--- config.mk ---
export PLATFORM = sky130hd
export DESIGN_NAME = csa_adder
export DESIGN_NICKNAME = d
export VERILOG_FILES = /design/src/rtl/csa_pkg.sv /design/src/rtl/csa_ripple.sv /design/src/rtl/csa_add_one.sv /design/src/rtl/csa_sel_ctrl.sv /design/src/rtl/csa_sel_block.sv /design/src/rtl/csa_adder.sv
export SDC_FILE = /design/constraint.sdc
export NUM_CORES = 1
export LEC_CHECK = 0
export ABC_AREA = 1
export BUFFER_PORTS_ARGS = -buffer_cell sky130_fd_sc_hd__buf_2
export CAP_MARGIN = 20
export CORE_MARGIN = 2
export CORE_UTILIZATION = 50
export DETAILED_ROUTE_END_ITERATION = 10
export GPL_ROUTABILITY_DRIVEN = 0
export PLACE_DENSITY = 0.93
export SLEW_MARGIN = 0
export SYNTH_ARGS = -nofsm -noshare
export SYNTH_HDL_FRONTEND = slang
export SYNTH_SLANG_ARGS = --single-unit
--- constraint.sdc ---
create_clock -name vclk -period 5.7
set_clock_uncertainty 0.05 [all_clocks]
set_input_delay 0.57 -clock vclk [all_inputs]
set_output_delay 0.57 -clock vclk [all_outputs]
set_load 0.02 [all_outputs]
--- src/rtl/csa_pkg.sv ---
`timescale 1ns/1ps
package csa_pkg;
  localparam int BLK_W = 4;

  typedef struct packed {
    logic takeInc;
    logic forceCarry;
  } blkSel_t;
endpackage

--- src/rtl/csa_ripple.sv ---
`timescale 1ns/1ps
module csa_ripple #(
  parameter int W = csa_pkg::BLK_W
) (
  input  logic [W-1:0] opA,
  input  logic [W-1:0] opB,
  input  logic         carryIn,
  output logic [W-1:0] sumOut,
  output logic         carryOut
);
  logic [W:0] chain;

  assign chain[0] = carryIn;

  genvar i;
  generate
    for (i = 0; i < W; i++) begin : g_fa
      assign sumOut[i]  = opA[i] ^ opB[i] ^ chain[i];
      assign chain[i+1] = (opA[i] & opB[i]) | (chain[i] & (opA[i] ^ opB[i]));
    end
  endgenerate

  assign carryOut = chain[W];
endmodule

--- src/rtl/csa_add_one.sv ---
`timescale 1ns/1ps
module csa_add_one #(
  parameter int W = csa_pkg::BLK_W
) (
  input  logic [W-1:0] baseSum,
  output logic [W-1:0] incSum
);
  // A bit flips while every lower bit is one; the first zero flips and stops the run.
  logic [W:0] allLowOnes;

  assign allLowOnes[0] = 1'b1;

  genvar i;
  generate
    for (i = 0; i < W; i++) begin : g_inc
      assign incSum[i]       = baseSum[i] ^ allLowOnes[i];
      assign allLowOnes[i+1] = allLowOnes[i] & baseSum[i];
    end
  endgenerate
endmodule

--- src/rtl/csa_sel_ctrl.sv ---
`timescale 1ns/1ps
module csa_sel_ctrl #(
  parameter int W = csa_pkg::BLK_W
) (
  input  logic [W-1:0]      opA,
  input  logic [W-1:0]      opB,
  input  logic              blkCarryIn,
  output csa_pkg::blkSel_t  sel
);
  logic allProp;

  // Zero-carry sum is all ones exactly when every position propagates.
  assign allProp        = &(opA ^ opB);
  assign sel.takeInc    = blkCarryIn;
  assign sel.forceCarry = allProp & blkCarryIn;
endmodule

--- src/rtl/csa_sel_block.sv ---
`timescale 1ns/1ps
module csa_sel_block #(
  parameter int W = csa_pkg::BLK_W
) (
  input  logic [W-1:0] opA,
  input  logic [W-1:0] opB,
  input  logic         blkCarryIn,
  output logic [W-1:0] sumOut,
  output logic         carryOut
);
  logic [W-1:0]     sumZero;
  logic [W-1:0]     sumInc;
  logic             carryZero;
  csa_pkg::blkSel_t sel;

  csa_ripple #(.W(W)) u_rca (
    .opA(opA), .opB(opB), .carryIn(1'b0),
    .sumOut(sumZero), .carryOut(carryZero)
  );

  csa_add_one #(.W(W)) u_inc (
    .baseSum(sumZero), .incSum(sumInc)
  );

  csa_sel_ctrl #(.W(W)) u_ctrl (
    .opA(opA), .opB(opB), .blkCarryIn(blkCarryIn), .sel(sel)
  );

  assign sumOut   = sel.takeInc ? sumInc : sumZero;
  assign carryOut = carryZero | sel.forceCarry;
endmodule

--- src/rtl/csa_adder.sv ---
`timescale 1ns/1ps
module csa_adder #(
  parameter int WIDTH = 16
) (
  input  logic [WIDTH-1:0] opA,
  input  logic [WIDTH-1:0] opB,
  input  logic             carryIn,
  output logic [WIDTH-1:0] sumOut,
  output logic             carryOut
);
  localparam int BW   = csa_pkg::BLK_W;
  localparam int NBLK = WIDTH / BW;

  generate
    if (WIDTH % BW != 0 || WIDTH < BW) begin : g_bad_width
      $error("csa_adder: WIDTH must be a positive multiple of the slice width");
    end
  endgenerate

  logic [NBLK:0] blkCarry;

  assign blkCarry[0] = carryIn;

  genvar b;
  generate
    for (b = 0; b < NBLK; b++) begin : g_blk
      if (b == 0) begin : g_first
        csa_ripple #(.W(BW)) u_first (
          .opA(opA[BW-1:0]), .opB(opB[BW-1:0]), .carryIn(blkCarry[0]),
          .sumOut(sumOut[BW-1:0]), .carryOut(blkCarry[1])
        );
      end else begin : g_sel
        csa_sel_block #(.W(BW)) u_sel (
          .opA(opA[b*BW +: BW]), .opB(opB[b*BW +: BW]),
          .blkCarryIn(blkCarry[b]),
          .sumOut(sumOut[b*BW +: BW]), .carryOut(blkCarry[b+1])
        );
      end
    end
  endgenerate

  assign carryOut = blkCarry[NBLK];
endmodule

; After elaboration in Yosys (flattened, before gate mapping)
; Cells that the tools add are included.
[word_totals]
reg_bits = 0
in_bits = 33
out_inout_bits = 17
[classes]
mux = 3
bitwise_logic = 98
n_reduce_logical = 3
[ops]
columns = operator, count
row1 = $and A1 B1 Y1, 38
row2 = $xor A1 B1 Y1, 38
row3 = $or A1 B1 Y1, 16
row4 = $mux W4, 3
row5 = $reduce_and A4 Y1, 3
row6 = $xor A4 B4 Y4, 3
row7 = $not A1 Y1, 3

; Longest topological paths before layout
[depth]
word_depth = 15
mapped_depth = 13
depth_no_buf = 13

; Cells and area by module
; From an unflattened synthesis, not the netlist that was laid out.
[hier_totals]
hier_cells = 179
area_unflattened_um2 = 1044.8
[by_module_without_submodules]
columns = module, instances, cells_each, area_per_inst_um2
row1 = csa_ripple, 4, 14, 117.6
row2 = csa_sel_ctrl, 3, 18, 85.1
row3 = csa_sel_block, 3, 15, 58.8
row4 = csa_add_one, 3, 8, 47.5

; Worst setup path before layout
; No wires, ideal clock.
[synth_path]
path_type = input -> output
start = input opA[0]
end = output sumOut[10]
t_arrival_ns = 2.765
setup_slack_ns = 2.315
path_stages = 9
n_path_buf = 0
path_cell_list = fa_1 -> fa_1 -> fa_1 -> inv_1 -> fa_1 -> inv_2 -> nand2_2 -> o21bai_4 -> o21ai_0
[synth_between]
elab_chain_len = 12
[synth_lines]
columns = item, line
row1 = "start, declared", csa_adder.sv:5  ; input logic [WIDTH-1:0] opA,
row2 = $xor A1 B1 Y1, csa_ripple.sv:19  ; assign chain[i+1] = (opA[i] & opB[i]) | (chain[i] & (opA[i] ^ opB[i]));
row3 = $and A1 B1 Y1, csa_ripple.sv:19
row4 = $or A1 B1 Y1 *, csa_ripple.sv:19
row5 = $and A1 B1 Y1 *, csa_ripple.sv:19
row6 = $or A1 B1 Y1 *, csa_ripple.sv:19
row7 = $and A1 B1 Y1 *, csa_ripple.sv:19
row8 = $or A1 B1 Y1 *, csa_ripple.sv:19
row9 = $and A1 B1 Y1 *, csa_ripple.sv:19
row10 = $or A1 B1 Y1 *, csa_ripple.sv:19
row11 = $and A1 B1 Y1 *, csa_sel_ctrl.sv:15  ; assign sel.forceCarry = allProp & blkCarryIn;
row12 = $or A1 B1 Y1 *, csa_sel_block.sv:30  ; assign carryOut = carryZero | sel.forceCarry;
row13 = $mux W4 *, csa_sel_block.sv:29  ; assign sumOut = sel.takeInc ? sumInc : sumZero;
row14 = "end, declared", csa_adder.sv:8  ; output logic [WIDTH-1:0] sumOut,
; Every way passes the cells marked *; elsewhere a longest branch is shown, timed or not.

; Worst setup path in the final report
[layout_path]
start = input opA[0]
end = output sumOut[12]
[layout_between]
elab_chain_len = 14
[layout_lines]
columns = item, line
row1 = $xor A1 B1 Y1, csa_ripple.sv:19
row2 = $and A1 B1 Y1, csa_ripple.sv:19
row3 = $or A1 B1 Y1 *, csa_ripple.sv:19
row4 = $and A1 B1 Y1 *, csa_ripple.sv:19
row5 = $or A1 B1 Y1 *, csa_ripple.sv:19
row6 = $and A1 B1 Y1 *, csa_ripple.sv:19
row7 = $or A1 B1 Y1 *, csa_ripple.sv:19
row8 = $and A1 B1 Y1 *, csa_ripple.sv:19
row9 = $or A1 B1 Y1 *, csa_ripple.sv:19
row10 = $and A1 B1 Y1 *, csa_sel_ctrl.sv:15
row11 = $or A1 B1 Y1 *, csa_sel_block.sv:30
row12 = $and A1 B1 Y1 *, csa_sel_ctrl.sv:15
row13 = $or A1 B1 Y1 *, csa_sel_block.sv:30
row14 = $mux W4 *, csa_sel_block.sv:29
; Marked as above.

==> results by group <==
Critical path
  – CP Capture Type: output port
  – CP max stage delay: between 0.4 and 0.5 ns
  – WP buf/inv: 4
  – Setup CP Type: in2out
  – WP data required: roughly 5 ns
  – Crit path DAT: 2.97 ns
  – Cell mode on critical path: fa_1
  – Worst Setup SP: opA[0]
  – Startpoint Class: input pin
  – CP top delay family: adder cells
  – Worst-path cell chain: buf_2, fa_1, fa_1, fa_1, inv_1, fa_1, inv_2, nand2_2, o21bai_4, nand2_4, nand2_4, nand2_1, nand2_1, buf_2
  – Critical path's slowest cell: fa_1
  – Worst Path Max Fanout: 8

Clocking
  – PostCTS Resize Cnt: 0
  – CTS Hold Bufs: 0
  – Post-CTS setup buffer count: 0

Global route
  – First-pass GRT wire length: around 3200 um
  – Global route total overflow: 0
  – Largest net degree at the start of global routing: 9
  – Gr usage total: about a fifth
  – Initial antenna violation count: 0
  – Number of global-route vias before repair: 831

Floorplanning
  – Core region area: 0.00152 mm^2
  – Rows: 14
  – Die area: 0.00197 mm^2
  – Initial core utilization: a little over half
  – Die H: 44.4 um
  – Die width: 44.4 um
  – Top Ports: 50

Pwr
  – Total leakage power: between 0.6 and 0.7 nW
  – Worst VDD drop: approximately 0.09 mV
  – Cell Pwr Density: around 150 mW/mm^2

Synth
  – Sequential area share after synthesis: 0%
  – Most frequent cells after synthesis: 26 x inv_1, 24 x nand2_1, 18 x ha_1, 13 x fa_1, 5 x nand3_1
  – Count of warnings emitted by yosys: 0
  – Largest area contributor in the netlist: fa_1
  – Top area cells in the synthesized netlist: fa_1 32%, ha_1 28%, inv_1 12%
  – Post-Syn Area per Cell: between 8 and 9 um^2
  – Netlist cell types: 14
  – Synthesized Nets: ~170
  – Post-Syn Instances: 101
  – Count leader, synth: inv_1
  – Synth top area share: 32.0%
  – Mapped cell area: ~800 um^2

Routing
  – Vias per inst: 4.87
  – Drc violations: 0
  – Post-route antenna net violation count: 0
  – DRT Wirelength: just under 2000 um
  – Routed WL per cell: 11.6 um
  – Vias: between 800 and 900
  – Drt pass-1 iters: 4
  – Iteration-0 DRC Markers: 7

STA
  – Rel. slew slack: between 80% and 90%
  – Fin crit period: between 3 and 4 ns
  – Count of final hold-check violations: 0
  – Max Transition Viols Final: 0
  – Fin crit share: between 60% and 70%
  – Setup violators final: 0
  – Worst-Margin Slew: 0.250 ns
  – RSZ-0062 raised after global routing: false
  – TNS Setup: 0 ns
  – FMAX: around 280 MHz

Worst hold path
  – Min-delay src: opB[2]
  – Worst hold path class: in2out

Final layout
  – Nets: ~220
  – Final Util: between 70 and 80%
  – FF+latch count: 0
  – Clock buffers: 0
  – Sequential Area: 0 um^2
  – Layout cell share with drive strength beyond 1: 36.4%
  – Ant. Diodes: 0
  – Syn-to-layout area delta: 33.2%

Status
  – Status: finished clean

Placed design
  – Input/output buffers: 50
  – Half-perimeter wire length after placement: roughly 1800 um

Job
  – MaxCap Viol Count: 0
==> per-stage QoR <==
step	hold slack [ns]	std cells	power, mW	area, um^2	worst slack [ns]
floorplan	1.34	101	0.105	815	2.32
global placement	1.47	167	0.150	1080	2.26
detailed placement	1.48	167	0.160	1080	2.11
finish	1.48	167	0.159	1080	2.11
global route	1.49	167	0.175	1080	2.00
CTS	1.48	167	0.160	1080	2.11
==> layout make-up <==
class | instances | area, um^2
timing repair buffer | 50 | 250
fill | 121 | 439
tap | 16 | 20.0
inverter | 27 | 101
multi-input combinational | 74 | 713
==> where the power goes <==
group / internal (mW) / switching, mW / total [mW] / leakage [nW]
Clock: 0 / 0 / 0 / 0
Sequential: 0 / 0 / 0 / 0
Combinational: 0.0627 / 0.0964 / 0.159 / 0.689
Total: 0.0627 / 0.0964 / 0.159 / 0.689
==> routing by layer <==
layer | up-vias | routed length, um | track usage [%]
met2 | 39 | 1070 | 45.9
met4 | 0 | 50 | 5.45
met3 | 6 | 125 | 2.04
li1 | 396 | - | -
met5 | - | 0 | 0
met1 | 373 | 685 | 20.6
==> path summary, 6_finish.rpt <==
path	to	slack, ns	cells after the start
min	sumOut[2]	1.48	3
max	sumOut[12]	2.11	14
==> cell families after synthesis <==
kind of cell               share of synthesized area (%)
and+or+nand+nor                                     19.5
adders and majority gates                           59.6
buffers and inverters                               12.4
AOI/OAI and AO/OA                                   4.15
xor gates and xnor gates                            4.30
==> layout by cell type, fill, tap and decap left out, types with 2 or more instances in the layout <==
| master | Yosys | final |
|---|---|---|
| xnor2_1 | 3 | 3 |
| nand3_1 | 5 | 5 |
| buf_2 | 0 | 50 |
| o21ai_0 | 3 | 3 |
| ha_1 | 18 | 18 |
| nand2_4 | 2 | 2 |
| inv_1 | 26 | 26 |
| nor2_1 | 2 | 2 |
| nand2_1 | 24 | 24 |
| fa_1 | 13 | 13 |
==> worst min-delay path: stages <==
cell and delay (ns):
buf_2 0.09, fa_1 0.14, buf_2 0.16
Power figures use the tool's default switching activity.
